`src/rtl/pms_pkg.sv`:
```
package pms_pkg;
    localparam int DPL_W  = 2;
    localparam int SIZE_W = 2;
    localparam int SUB_W  = 3;

    typedef enum logic [SUB_W-1:0] {
        SUB_REAL   = 3'd0,
        SUB_PROT   = 3'd1,
        SUB_V86    = 3'd2,
        SUB_COMPAT = 3'd3,
        SUB_64     = 3'd4
    } submode_e;

    // Source fields the status word is derived from
    typedef struct packed {
        logic             lma;
        logic             pe;
        logic             pg;
        logic             cs_long;
        logic             cs_dsize;
        logic [DPL_W-1:0] cs_dpl;
        logic             ss_dsize;
        logic             vm;
    } src_t;

    typedef struct packed {
        logic              mode;
        submode_e          sub;
        logic [DPL_W-1:0]  cpl;
        logic              paging;
        logic              prot;
        logic [SIZE_W-1:0] op_def;
        logic [SIZE_W-1:0] op_alt;
        logic [SIZE_W-1:0] addr_def;
        logic [SIZE_W-1:0] addr_alt;
        logic [SIZE_W-1:0] stack;
    } word_t;

    localparam int WORD_W = $bits(word_t);
endpackage

```
`src/rtl/pms_src_shadow.sv`:
```
module pms_src_shadow
    import pms_pkg::*;
(
    input  logic clk,
    input  logic rst_n,
    input  logic efer_we,
    input  logic cr0_we,
    input  logic cs_we,
    input  logic ss_we,
    input  logic flg_we,
    input  src_t wr_val,
    output src_t cur_q,
    output src_t merged
);
    // Same-cycle writes take precedence over the stored copy
    always_comb begin
        merged          = cur_q;
        if (efer_we) merged.lma = wr_val.lma;
        if (cr0_we) begin
            merged.pe = wr_val.pe;
            merged.pg = wr_val.pg;
        end
        if (cs_we) begin
            merged.cs_long  = wr_val.cs_long;
            merged.cs_dsize = wr_val.cs_dsize;
            merged.cs_dpl   = wr_val.cs_dpl;
        end
        if (ss_we)  merged.ss_dsize = wr_val.ss_dsize;
        if (flg_we) merged.vm       = wr_val.vm;
    end

    always_ff @(posedge clk) begin
        if (!rst_n) cur_q <= '0;
        else        cur_q <= merged;
    end
endmodule

```
`src/rtl/pms_decode.sv`:
```
module pms_decode
    import pms_pkg::*;
(
    input  src_t  src,
    output word_t word
);
    submode_e sub;

    always_comb begin
        if (src.lma)     sub = src.cs_long ? SUB_64 : SUB_COMPAT;
        else if (src.pe) sub = src.vm ? SUB_V86 : SUB_PROT;
        else             sub = SUB_REAL;
    end

    always_comb begin
        word        = '0;
        word.mode   = src.lma;
        word.sub    = sub;
        word.cpl    = src.cs_dpl;
        word.paging = src.pg;
        word.prot   = src.pe;

        if (sub == SUB_64 || src.cs_dsize) begin
            word.op_def = SIZE_W'(2);
            word.op_alt = SIZE_W'(1);
        end else begin
            word.op_def = SIZE_W'(1);
            word.op_alt = SIZE_W'(2);
        end

        unique case (1'b1)
            (sub == SUB_64): begin
                word.addr_def = SIZE_W'(3);
                word.addr_alt = SIZE_W'(2);
            end
            (sub != SUB_64 && src.cs_dsize): begin
                word.addr_def = SIZE_W'(2);
                word.addr_alt = SIZE_W'(1);
            end
            default: begin
                word.addr_def = SIZE_W'(1);
                word.addr_alt = SIZE_W'(2);
            end
        endcase

        if (sub == SUB_64)     word.stack = SIZE_W'(3);
        else if (src.ss_dsize) word.stack = SIZE_W'(2);
        else                   word.stack = SIZE_W'(1);
    end
endmodule

```
`src/rtl/pms_mode_reg.sv`:
```
module pms_mode_reg
    import pms_pkg::*;
(
    input  logic                  clk,
    input  logic                  rst_n,
    input  logic                  efer_we,
    input  logic                  efer_lma_in,
    input  logic                  cr0_we,
    input  logic                  cr0_pe_in,
    input  logic                  cr0_pg_in,
    input  logic                  cs_we,
    input  logic                  cs_long_in,
    input  logic                  cs_dsize_in,
    input  logic [DPL_W-1:0]      cs_dpl_in,
    input  logic                  ss_we,
    input  logic                  ss_dsize_in,
    input  logic                  flg_we,
    input  logic                  flg_vm_in,
    input  logic                  word_we,
    input  logic                  restore_pulse,
    output logic                  mode_o,
    output logic [SUB_W-1:0]      submode_o,
    output logic [DPL_W-1:0]      cpl_o,
    output logic                  paging_o,
    output logic                  prot_o,
    output logic [SIZE_W-1:0]     op_def_o,
    output logic [SIZE_W-1:0]     op_alt_o,
    output logic [SIZE_W-1:0]     addr_def_o,
    output logic [SIZE_W-1:0]     addr_alt_o,
    output logic [SIZE_W-1:0]     stack_o
);
    src_t  wr_val, cur_q, merged;
    word_t derived, word_q;
    logic  rebuild;

    always_comb begin
        wr_val.lma      = efer_lma_in;
        wr_val.pe       = cr0_pe_in;
        wr_val.pg       = cr0_pg_in;
        wr_val.cs_long  = cs_long_in;
        wr_val.cs_dsize = cs_dsize_in;
        wr_val.cs_dpl   = cs_dpl_in;
        wr_val.ss_dsize = ss_dsize_in;
        wr_val.vm       = flg_vm_in;
    end

    pms_src_shadow u_shadow (
        .clk     (clk),
        .rst_n   (rst_n),
        .efer_we (efer_we),
        .cr0_we  (cr0_we),
        .cs_we   (cs_we),
        .ss_we   (ss_we),
        .flg_we  (flg_we),
        .wr_val  (wr_val),
        .cur_q   (cur_q),
        .merged  (merged)
    );

    pms_decode u_decode (
        .src  (merged),
        .word (derived)
    );

    // Efer and flags writes are deliberately absent from the rebuild set
    assign rebuild = cr0_we | cs_we | ss_we | word_we | restore_pulse;

    always_ff @(posedge clk) begin
        if (!rst_n)       word_q <= '0;
        else if (rebuild) word_q <= derived;
    end

    always_comb begin
        mode_o     = word_q.mode;
        submode_o  = word_q.sub;
        cpl_o      = word_q.cpl;
        paging_o   = word_q.paging;
        prot_o     = word_q.prot;
        op_def_o   = word_q.op_def;
        op_alt_o   = word_q.op_alt;
        addr_def_o = word_q.addr_def;
        addr_alt_o = word_q.addr_alt;
        stack_o    = word_q.stack;
    end

    AST_LONG_SUBMODE: assert property (@(posedge clk) disable iff (!rst_n)
        mode_o |-> (submode_o == 3'd3 || submode_o == 3'd4));
    AST_LEGACY_SUBMODE: assert property (@(posedge clk) disable iff (!rst_n)
        !mode_o |-> (submode_o <= 3'd2));
    AST_CPL_FOLLOWS: assert property (@(posedge clk) disable iff (!rst_n)
        cs_we |=> (cpl_o == $past(cs_dpl_in)));
    AST_PAGING_FOLLOWS: assert property (@(posedge clk) disable iff (!rst_n)
        cr0_we |=> (paging_o == $past(cr0_pg_in) && prot_o == $past(cr0_pe_in)));
    AST_WIDE_CODES: assert property (@(posedge clk) disable iff (!rst_n)
        (submode_o == 3'd4) |-> (stack_o == 2'd3 && addr_def_o == 2'd3 && op_def_o == 2'd2));
    AST_HOLD_NO_REBUILD: assert property (@(posedge clk) disable iff (!rst_n)
        !(cr0_we || cs_we || ss_we || word_we || restore_pulse)
        |=> ($stable(submode_o) && $stable(mode_o) && $stable(stack_o) && $stable(cpl_o)));
endmodule

```
`config.mk`:
```
export PLATFORM = sky130hd
export DESIGN_NAME = pms_mode_reg
export DESIGN_NICKNAME = d
export VERILOG_FILES = /design/src/rtl/pms_pkg.sv /design/src/rtl/pms_src_shadow.sv /design/src/rtl/pms_decode.sv /design/src/rtl/pms_mode_reg.sv
export SDC_FILE = /design/constraint.sdc
export NUM_CORES = 1
export LEC_CHECK = 0
export ABC_AREA = 0
export BUFFER_PORTS_ARGS = -buffer_cell sky130_fd_sc_hd__clkbuf_2
export CELL_PAD_IN_SITES_DETAIL_PLACEMENT = 1
export CELL_PAD_IN_SITES_GLOBAL_PLACEMENT = 2
export CORE_UTILIZATION = 32
export DETAILED_ROUTE_END_ITERATION = 12
export PLACE_DENSITY_LB_ADDON = 0.3
export SLEW_MARGIN = 20
export SYNTH_ARGS = -nofsm -noshare
export SYNTH_HDL_FRONTEND = slang
export SYNTH_HIERARCHICAL = 1
export SYNTH_SLANG_ARGS = --single-unit
```
`constraint.sdc`:
```
create_clock -name clk -period 3.42 [get_ports clk]
set_input_delay 0.171 -clock clk [delete_from_list [all_inputs] [get_ports clk]]
set_output_delay 0.171 -clock clk [all_outputs]
set_load 0.01 [all_outputs]
```
# After elaboration in Yosys (flattened, before gate mapping)
# Index checks and enable logic that the tools add are counted.
# W data, S select, Z words.
op_classes:
  eq_ne: 2
  n_mux: 13
  bitwise_logic: 4
  n_reduce_logical: 2
ops:
  columns: ["cell", "count"]
  rows:
  - ["$mux W3", 3]
  - ["$mux W2", 4]
  - ["$mux W4", 2]
  - ["$pmux W4 S2", 1]
  - ["$or A1 B1 Y1", 4]
  - ["$eq A3 B3 Y1 const B", 1]
  - ["$mux W1", 3]
  - ["$ne A3 B3 Y1 const B", 1]
  - ["$logic_and A1 B1 Y1", 1]
  - ["$logic_or A1 B1 Y1", 1]
word_totals:
  ff_bits: 27
  input_bits: 18
  output_inout_bits: 18
  word_cells: 39

# Depth between registers and ports, before layout
# Gate-level depths: netlist (run 1).
logic_depth:
  depth_word: 7
  ltp_mapped: 6
  depth_no_buf: 5

# By module
# Netlist (run 1), hierarchy kept.
modules_own_cells:
  columns: ["mod", "instances", "cells_each", "area_each_um2", "seq_area_each_um2"]
  rows:
  - ["pms_mode_reg", 1, 79, 742.0, 360.3]
  - ["pms_src_shadow", 1, 27, 341.6, 180.2]
  - ["pms_decode", 1, 22, 140.1, 0.0]

# Worst setup path after synthesis (run 1)
# OpenSTA, ideal clock, no wires.
synth_path:
  kind: "input to register"
  from: "input port cr0_we"
  to: "register word_q (netlist bit addr_alt_o[0])"
  setup_ns: 0.072
  t_arrival_ns: 1.247
  t_required_ns: 3.348
  path_slack_ns: 2.101
  path_stages: 4
  n_path_buf: 1
  path_cell_list: "or4_4 -> nor2_8 -> buf_12 -> mux2i_1"
synth_via:
  elab_chain_cells: 6
  word_cells_on_any_way: 11
  cone_classes: "2 x eq/ne; 4 x mux; 4 x bitwise; 1 x reduce/logical"
synth_rtl:
  columns: ["element", "line", "source"]
  rows:
  - ["start: declaration", "pms_mode_reg.sv:8", "input logic cr0_we,"]
  - ["$mux W2", "pms_src_shadow.sv:19", "if (cr0_we) begin"]
  - ["$mux W3", "pms_decode.sv:11", "else if (src.pe) sub = src.vm ? SUB_V86 : SUB_PROT;"]
  - ["$mux W3", "pms_decode.sv:10", "if (src.lma) sub = src.cs_long ? SUB_64 : SUB_COMPAT;"]
  - ["$ne A3 B3 Y1", "pms_decode.sv:36", "(sub != SUB_64 && src.cs_dsize): begin"]
  - ["$logic_and A1 B1 Y1", "pms_decode.sv:36", null]
  - ["$pmux W4 S2", "pms_decode.sv:31", "unique case (1'b1)"]
  - ["end signal: assignment", "pms_mode_reg.sv:70", "else if (rebuild) word_q <= derived;"]
  - ["end: declaration", "pms_mode_reg.sv:33", "word_t derived, word_q;"]
# Parallel ways exist; a longest one is shown, timed or not.
# A chain may end at the register's enable or synchronous reset.

==> results of run 1 <==
-- sequential cells by signal, indices dropped and copies added, names as in the netlist --
name	cells
prot_o	1
mode_o	1
submode_o	3
op_alt_o	2
addr_alt_o	2
addr_def_o	2
op_def_o	2
u_shadow/cur_q	9
paging_o	1
stack_o	2
cpl_o	2
-- through the flow --
step	setup WS [ps]	power, mW	cell area (sq um)	hold slack, ps
after floorplan	2100	0.425	1220	293
after global placement	1900	0.448	1360	447
after detailed placement	1890	0.451	1360	453
after CTS	2040	0.629	1400	261
after global routing	1980	0.657	1400	261
final	2100	0.616	1400	261
-- cell families after synthesis --
| group | after synthesis | share of synthesized area, % |
|---|---|---|
| AOI/OAI and AO/OA | 3 | 1.23 |
| buffers and inverters | 17 | 9.30 |
| DFF | 27 | 44.2 |
| muxes | 27 | 23.3 |
| and+or+nand+nor | 54 | 22.0 |
-- report_power, final --
| part | internal (mW) | total [mW] | switching (mW) |
|---|---|---|---|
| combinational | 0.0446 | 0.0954 | 0.0508 |
| clock | 0.0832 | 0.175 | 0.0920 |
| sequential | 0.336 | 0.346 | 0.00961 |
| total | 0.464 | 0.616 | 0.152 |
-- worst paths after layout --
path,startpoint,to,depth (start not counted)
max,u_shadow/cur_q[8],op_def_o[1],5
min reg2reg,op_alt_o[1],op_alt_o[1],2
max reg2reg,u_shadow/cur_q[8],op_def_o[1],5
min,cs_dpl_in[1],u_shadow/cur_q[3],3
-- layer usage --
layer	share of wire, %	global-route usage, %	wire [microns]	vias to the layer above
met4	0.52	4.26	12	0
met1	48	15.7	1110	413
met3	4.1	1.61	93	2
met5	0	0	0	-
met2	47	21.1	1070	18
li1	-	-	-	449
-- cell type report --
cell class | instances | area share, %
clock buffers | 4 | 3.21
inverters | 3 | 0.804
multi-input cells | 84 | 40.6
flip-flops and latches | 27 | 38.6
well taps | 48 | 4.29
repair buffers | 35 | 12.5
-- worst max-delay path: cells and delay by family, from the launching register on --
| kind | cells | cell delay (ps) |
|---|---|---|
| flip-flops | 1 | 300 |
| multiplexers | 2 | 400 |
| buffers and inverters | 1 | 130 |
| AND/OR/NAND/NOR | 1 | 80 |
| AO/OA/AOI/OAI | 1 | 310 |
-- cell usage in the layout (no fill, tap or decap), types with 2 or more instances in the layout --
cell	count
clkbuf_8	3
nand2_1	38
dfxtp_1	27
inv_1	3
mux2i_1	18
clkbuf_2	35
o21ai_1	2
and2_1	10
mux2_2	8
nand2b_1	2
==> metrics, run 1 <==
antenna-violating nets left 0; Nets 172; max-cap violations 0; die height 63.8 microns; Top FF cell, synth dfxtp_1; Post-Route Utilization 38.3%; Synth Cell Area 0.00122 sq mm; Resized Gates After CTS 0; placed cells 197; RSZ-0062 raised after global routing no; DP Wirelength 1650 microns; most frequent cells after synthesis 38 x nand2_1, 27 x dfxtp_1, 18 x mux2i_1, 10 x and2_1, 9 x buf_4; most frequent cell after synthesis nand2_1; kind of critical path reg -> reg; CP Capture Type flip-flop; pwr dens 440 mW/mm^2; multi-input logic area 569 sq um; Core Region 0.00366 sq mm; H-tree Lvls 1; DR iter-0 viols 39; synthesis-to-layout area growth 14.5%; wire per inst 11.4 microns; Final period util 38.7%; setup violators final 0; Worst-Skew Late Latency 260 ps; Max clock buf depth 2; R2R setup slack 2100 ps; largest net degree at the start of global routing 46; RePlAce Congestion 0.715; slowest stage delay, CP 320 ps; ANT cells 0; Worst Setup Start Kind flip-flop; share of the synthesized area in the top cell type 44.2%; fin. max-slew vios 0; Synth Instances 128; register area 541 sq um; peak supply drop 0.135 mV; DRT Wirelength 2290 microns; worst-path maximum fanout 6; sequential cell area fraction in the yosys report 44.2%; Area contributors post-synth dfxtp_1 44%, mux2i_1 15%, nand2_1 12%, mux2_2 7.4%, buf_4 5.5%; # fillers 432; Worst EP required 3570 ps; Die ar. 0.00408 sq mm; crit path cell chain mux2_2 -> a21oi_1 -> inv_1 -> nand2_1 -> mux2i_1; Synth cell types 17; CTS tree done; Hold Crit Class in -> reg; Worst EP arrival 1470 ps; initial antenna violation count 0; synthesized flop and latch total 27; post-synth top area cell dfxtp_1; port bufs 35; setup TNS 0 ps; Worst-path clk slew 90 ps; normalized max-slew margin 47.1%; slowest stage cell, crit path mux2_2; vias in the first global route 850; Post-synth EDFFs 0; status finished, final reports clean; TritonRoute pass-1 iters 3; Total Routing Usage GR 12.3%; syn nets 146; number of placement rows 22; post-CTS setup buffer count 0; layout cell share with drive strength beyond 1 33.3%; clk sink count 27; slew at the pin closest to its max-slew limit 793 ps; DR vias/cell 4.39; Leak 0.623 nW; Tmin final 1320 ps; final hold violation count 0; CTS Buf Count 3; Async S/R FF share, synth 0%; Layout Cells excl Fill 201; yosys warns 6; Setup Skew 1.60 ps; io pins 36; global-route wire length before repair 3980 microns; initial core utilization 33.4%; syn avg cell area 9.56 sq um; CTS root buf clkbuf_8; Die W 63.8 microns; max frequency 0.755 GHz; DRC viols 0; cts hold-fix bufs 0; Overflow after GRT 0; via count 882
Power figures use the tool's default switching activity.
==> run 2, diff against run 1 <==
- ABC_AREA: 0 -> 1
- CORE_UTILIZATION: 32 -> 27
- clock period: 3.42 -> 1.36 ns (I/O delays scaled with it)
==> metrics, run 2 <==
Worst Setup Start Kind flip-flop (unchanged); status finished, final reports clean (unchanged); Max clock buf depth 2 (unchanged); DP Wirelength 2770 microns (was 1650 microns); pwr dens 974 mW/mm^2 (was 440 mW/mm^2); Leak 1.18 nW (was 0.623 nW); Worst EP arrival 1310 ps (was 1470 ps); setup TNS 0 ps (unchanged); initial antenna violation count 0 (unchanged); yosys warns 6 (unchanged); via count 1,408 (was 882); Nets 307 (was 172); max-cap violations 0 (unchanged); sequential cell area fraction in the yosys report 35.1% (was 44.2%); port bufs 35 (unchanged); kind of critical path reg -> reg (unchanged); min-delay src flg_we (was cs_dpl_in[1]); crit path cell chain inv_1 -> nand2_1 -> nand2_1 -> inv_1 -> nand2_2 -> nand2_2 -> inv_2 -> inv_1 -> nand2_1 -> inv_1 -> nor2_1 (was mux2_2 -> a21oi_1 -> inv_1 -> nand2_1 -> mux2i_1); GR Util met1 17.2% (was 15.7%); slew at the pin closest to its max-slew limit 313 ps (was 793 ps); cts hold-fix bufs 0 (unchanged); final hold violation count 0 (unchanged); synthesized flop and latch total 27 (unchanged); setup violators final 0 (unchanged); GR Layer Usage met3 2.00% (was 1.61%); delay-heaviest family, CP simple AND/OR/NAND/NOR gates (was multiplexers); max frequency 0.886 GHz (was 0.755 GHz); buffers and inverters on the worst path 5 (was 1); CP Capture Type flip-flop (unchanged); worst-path maximum fanout 5 (was 6); Final period util 83.0% (was 38.7%); Synth Cell Area 0.00154 sq mm (was 0.00122 sq mm); Worst EP required 1540 ps (was 3570 ps); ANT cells 0 (unchanged); Die ar. 0.00602 sq mm (was 0.00408 sq mm); initial core utilization 28.0% (was 33.4%); most used cell, CP inv_1; CTS Buf Count 3 (unchanged); TritonRoute pass-1 iters 4 (was 3); layout cell share with drive strength beyond 1 18.8% (was 33.3%); most frequent cells in the layout 91 x inv_1, 68 x nand2_1, 35 x clkbuf_2, 27 x dfxtp_1, 26 x nor2_1 (was 38 x nand2_1, 35 x clkbuf_2, 27 x dfxtp_1, 18 x mux2i_1, 10 x and2_1); reg-to-reg startpoint u_shadow/cur_q[8] (unchanged); die height 77.6 microns (was 63.8 microns); Synth cell types 16 (was 17); Most flops, register u_shadow/cur_q (unchanged); antenna-violating nets left 0 (unchanged); Die W 77.6 microns (was 63.8 microns); slowest stage cell, crit path dfxtp_1 (was mux2_2); Sw Ratio 30.5% (was 24.7%); Top FF cell, synth dfxtp_1 (unchanged); gr busiest metal met2 (unchanged); switching power 0.532 mW (was 0.152 mW); Seq pwr share 50.5% (was 56.1%); RePlAce Congestion 0.678 (was 0.715); combinational power share 22.5% (was 15.5%); Core Region 0.00551 sq mm (was 0.00366 sq mm); wire per inst 9.88 microns (was 11.4 microns); max reg flops 9 (unchanged); Tmin final 1130 ps (was 1320 ps); number of placement rows 27 (was 22); most frequent cell after synthesis inv_1 (was nand2_1); Total Routing Usage GR 13.6% (was 12.3%); Async S/R FF share, synth 0% (unchanged); most common cell after layout, fill and taps aside inv_1 (was nand2_1); final instance area 0.00179 sq mm (was 0.00140 sq mm); Area contributors post-synth dfxtp_1 35%, inv_1 22%, nand2_1 17%, nand4_1 7.3%, nor2_1 6.3% (was dfxtp_1 44%, mux2i_1 15%, nand2_1 12%, mux2_2 7.4%, buf_4 5.5%); DRC viols 0 (unchanged); Overflow after GRT 0 (unchanged); crit path from u_shadow/cur_q[8] (unchanged); post-CTS setup buffer count 0 (unchanged); normalized max-slew margin 79.0% (was 47.1%); slowest stage delay, CP 320 ps (about the same); peak supply drop 0.387 mV (was 0.135 mV); CTS root buf clkbuf_8 (unchanged); Largest regs u_shadow/cur_q (9), submode_o (3) (unchanged); synthesis-to-layout area growth 16.1% (was 14.5%); syn avg cell area 5.95 sq um (was 9.56 sq um); Placed Instance Area 0.00174 sq mm (was 0.00136 sq mm); share of the synthesized area in the top cell type 35.1% (was 44.2%); Internal 1.21 mW (was 0.464 mW); syn nets 277 (was 146); H-tree Lvls 1 (unchanged); Synth Instances 259 (was 128); largest net degree at the start of global routing 19 (was 46); CTS tree done (unchanged); Worst-Skew Late Latency 270 ps (was 260 ps); DR vias/cell 3.91 (was 4.39); DR iter-0 viols 54 (was 39); io pins 36 (unchanged); global-route wire length before repair 6530 microns (was 3980 microns); Worst-path clk slew 100 ps (was 90 ps); Setup Skew 2.28 ps (was 1.60 ps); RSZ-0062 raised after global routing no (unchanged); Post-synth EDFFs 0 (unchanged); DRT Wirelength 3560 microns (was 2290 microns); global-route met2 utilization 23.4% (was 21.1%); most frequent cells after synthesis 91 x inv_1, 68 x nand2_1, 27 x dfxtp_1, 26 x nor2_1, 18 x nand4_1 (was 38 x nand2_1, 27 x dfxtp_1, 18 x mux2i_1, 10 x and2_1, 9 x buf_4); Resized Gates After CTS 0 (unchanged); fin. max-slew vios 0 (unchanged); post-synth top area cell dfxtp_1 (unchanged); vias in the first global route 1,460 (was 850); Hold Crit Class in -> reg (unchanged); clk sink count 27 (unchanged); clock network power share 26.9% (was 28.4%)
## run 2: cell count changes in the layout (fill, tap and decap cells not counted), moves of 2 or more
cell / before / now
inv_1: 3 / 91
nand2_1: 38 / 68
nor2_1: 0 / 26
mux2i_1: 18 / 0
nand4_1: 0 / 18
and2_1: 10 / 0
mux2_2: 8 / 0
buf_4: 0 / 5
inv_2: 0 / 4
nand2_2: 1 / 3
nand2b_1: 2 / 0
nand3_1: 0 / 2
nor2_4: 0 / 2
o21ai_1: 2 / 0
## run 2: worst paths after layout
check,endpoint,slack (ps),depth (start not counted)
worst max-delay path,op_def_o[0],230,11
worst max register to register,op_def_o[0],230,11
worst min-delay path,u_shadow/cur_q[0],70,4
worst min register to register,u_shadow/cur_q[4],540,4
## run 2: stage by stage
stage,total power [mW],util (%),hold slack [ps],instances,setup slack (ps)
finish,1.74,32.5,74.5,360,232
CTS,1.79,32.5,68.5,360,216
global placement,1.29,31.7,370,356,298
floorplan,1.19,-,252,259,258
global route,1.89,32.5,77.4,360,102
detailed placement,1.30,31.7,371,356,243
## run 2: final cells by class
| type | instances | area, sq um |
|---|---|---|
| Fill cell | 766 | 3720 |
| Sequential cell | 27 | 541 |
| Multi-Input combinational cell | 121 | 541 |
| Inverter | 96 | 360 |
| Timing Repair Buffer | 40 | 213 |
| Tap cell | 72 | 90.1 |
| Clock buffer | 4 | 45.0 |
## run 2: tightest hold or removal path: stages
cell and delay, ps:
clkbuf_2 80, nand2_1 50, nand2_1 70, nor2_1 40
## run 2: power groups by stage
stage                     logic (mW)  clock network [mW]  registers [mW]
after floorplan                0.269                   0           0.919
after global placement         0.395                   0           0.898
after detailed placement       0.399                   0           0.900
after CTS                      0.403               0.501           0.882
after global routing           0.462               0.540           0.888
final                          0.393               0.469           0.881
## run 2: cells by family (layout without fill, tap and decap cells)
| kind of cell | after synthesis | in the layout | share of synthesized area, % |
|---|---|---|---|
| buf+inv | 111 | 140 | 29.9 |
| simple gates | 121 | 121 | 35.1 |
| flops | 27 | 27 | 35.1 |
## run 2: routing by layer
layer  vias up  wire length [microns]
met4         0                     23
met5         -                      0
met1       617                   1810
li1        764                      -
met2        25                   1590
met3         2                    130
==> run 3, diff against run 2 <==
- CORE_UTILIZATION: 27 -> 24
- clock period: 1.36 -> 1 ns (I/O delays scaled with it)
==> metrics, run 3 (synthesized netlist as in run 2, its figures left out) <==
normalized max-slew margin 75.9% (was 79.0%); global-route wire length before repair 6510 microns (was 6530 microns); setup ws final -37.6 ps (was 232 ps); die height 82.1 microns (was 77.6 microns); RSZ-0062 raised after global routing yes (was no); via count 1,432 (was 1,408); Most flops, register u_shadow/cur_q (unchanged); Worst-path clk slew 100 ps (about the same); DRC viols 0 (unchanged); slew at the pin closest to its max-slew limit 359 ps (was 313 ps); failing checks negative setup slack; crit path cell chain inv_2 -> nand2_2 -> nand2_4 -> inv_4 -> nand2_4 -> nand2_4 -> inv_4 -> inv_2 -> nand2_1 -> inv_1 -> nor2_1 (was inv_1 -> nand2_1 -> nand2_1 -> inv_1 -> nand2_2 -> nand2_2 -> inv_2 -> inv_1 -> nand2_1 -> inv_1 -> nor2_1); max frequency 0.964 GHz (was 0.886 GHz); DR vias/cell 3.88 (was 3.91); setup violators final 6 (was 0); CTS Buf Count 3 (unchanged); pwr dens 1290 mW/mm^2 (was 974 mW/mm^2); r2r worst-path depth 11 (unchanged); Total Routing Usage GR 12.7% (was 13.6%); initial core utilization 25.4% (was 28.0%); DP Wirelength 2750 microns (was 2770 microns); layout cell share with drive strength beyond 1 27.6% (was 18.8%); fin. max-slew vios 0 (unchanged); reg2reg end op_def_o[0] (unchanged); wire per inst 9.99 microns (was 9.88 microns); Layout Cells excl Fill 369 (was 360); R2R setup slack -40 ps (was 230 ps); worst hold slack 64.9 ps (was 74.5 ps); Leak 1.21 nW (was 1.18 nW); Nets 313 (was 307); Die ar. 0.00675 sq mm (was 0.00602 sq mm); Met1 Wirelength 1810 microns (about the same); ANT cells 0 (unchanged); CP Capture Type flip-flop (unchanged); number of placement rows 28 (was 27); Overflow after GRT 0 (unchanged); antenna-violating nets left 0 (unchanged); CTS root buf clkbuf_8 (unchanged); DR iter-0 viols 46 (was 54); CTS tree done (unchanged); Worst Hold Path Cells 4 (unchanged); DRT Wirelength 3690 microns (was 3560 microns); slowest stage delay, CP 330 ps (was 320 ps); initial antenna violation count 0 (unchanged); final hold violation count 0 (unchanged); Tmin final 1040 ps (was 1130 ps); met3 wire len 111 microns (was 130 microns); io pins 36 (unchanged); clk sink count 27 (unchanged); Die W 82.1 microns (was 77.6 microns); port bufs 35 (unchanged); reg-to-reg startpoint u_shadow/cur_q[8] (unchanged); Worst Setup Start Kind flip-flop (unchanged); slowest stage cell, crit path dfxtp_2 (was dfxtp_1); Max clock buf depth 2 (unchanged); placed cells 362 (was 356); synthesis-to-layout area growth 22.5% (was 16.1%); H-tree Lvls 1 (unchanged); kind of critical path reg -> reg (unchanged); Largest regs u_shadow/cur_q (9), submode_o (3) (unchanged); cts hold-fix bufs 0 (unchanged); Worst EP required 1180 ps (was 1540 ps); most common cell after layout, fill and taps aside inv_1 (unchanged); worst-path maximum fanout 5 (unchanged); Worst-Skew Late Latency 270 ps (about the same); vias in the first global route 1,492 (was 1,460); TritonRoute pass-1 iters 2 (was 4); most used cell, CP nand2_4 (was inv_1); dpl ws -66.5 ps (was 243 ps); Setup Skew 2.00 ps (was 2.28 ps); RePlAce Congestion 0.672 (was 0.678); Final period util 104% (was 83.0%); Core Region 0.00606 sq mm (was 0.00551 sq mm); Total Power 2.44 mW (was 1.74 mW); WHS Endpoint u_shadow/cur_q[0] (unchanged); buffers and inverters on the worst path 5 (unchanged); most frequent cells in the layout 77 x inv_1, 63 x nand2_1, 35 x clkbuf_2, 26 x dfxtp_1, 25 x nor2_1 (was 91 x inv_1, 68 x nand2_1, 35 x clkbuf_2, 27 x dfxtp_1, 26 x nor2_1); largest net degree at the start of global routing 19 (unchanged); met2 wire length 1740 microns (was 1590 microns); Worst EP arrival 1220 ps (was 1310 ps); top sig layer met4 (unchanged); max-cap violations 0 (unchanged); setup TNS -115 ps (was 0 ps); Hold Crit Class in -> reg (unchanged); peak supply drop 0.542 mV (was 0.387 mV); min-delay src flg_we (unchanged); status complete, but fails checks (was finished, final reports clean); max reg flops 9 (unchanged); delay-heaviest family, CP simple AND/OR/NAND/NOR gates (unchanged)
## run 3: changes by cell type in the layout (fill, tap and decap cells not counted)
cell	previous run	this run
dfxtp_1	27	26
inv_1	91	77
nor2_1	26	25
nand2_2	3	4
dfxtp_2	0	1
buf_6	0	1
nand2_1	68	63
nand2_4	0	4
inv_4	0	2
buf_4	5	10
nor2_4	2	3
inv_2	4	16
## run 3: final cells by class
type / instances / area, sq um
Clock buffer: 4 / 45.0
Fill cell: 816 / 4170
Inverter: 96 / 365
Multi-Input combinational cell: 121 / 581
Sequential cell: 27 / 542
Tap cell: 75 / 93.8
Timing Repair Buffer: 46 / 262
## run 3: through the flow
stage | instance area [sq um] | utilization, %
6_report | 1890 | 31.2
5_1_grt | 1890 | 31.2
4_1_cts | 1860 | 30.7
3_5_place_dp | 1780 | 29.4
3_3_place_gp | 1780 | 29.4
2_1_floorplan | 1560 | -
## run 3: routing by layer
metal | vias to the layer above | GRT usage (%)
met2 | 21 | 22.5
li1 | 782 | -
met1 | 627 | 15.6
met3 | 2 | 2.09
met4 | 0 | 4.21
met5 | - | 0
## run 3: worst max-delay path by stage
| stage | slack [ps] | start | cells after the start | endpoint |
|---|---|---|---|---|
| 2_1_floorplan | -30 | u_shadow/cur_q[8] | 12 | op_def_o[0] |
| 4_1_cts | -70 | u_shadow/cur_q[8] | 11 | op_def_o[0] |
| 6_report | -40 | u_shadow/cur_q[8] | 11 | op_def_o[0] |
| 3_5_place_dp | -70 | u_shadow/cur_q[8] | 11 | op_alt_o[1] |
| 3_3_place_gp | -40 | cs_we | 12 | op_alt_o[1] |
| 5_1_grt | -150 | u_shadow/cur_q[8] | 11 | op_def_o[0] |
## run 3: power by group
part	switching, mW	internal (mW)
clock network	0.356	0.286
registers	0.0348	1.16
logic	0.366	0.235
## run 3: repair_timing
item / in CTS / in global routing
gates resized for setup: 10 / 12
setup buffers: 3 / 1
endpoints found under the setup margin: 13 / 14
pin swaps: 19 / 2
## run 3: worst min-delay path, delay by kind of cell
kind	cells	cell delay, ps
simple gates	3	160
buf+inv	1	90
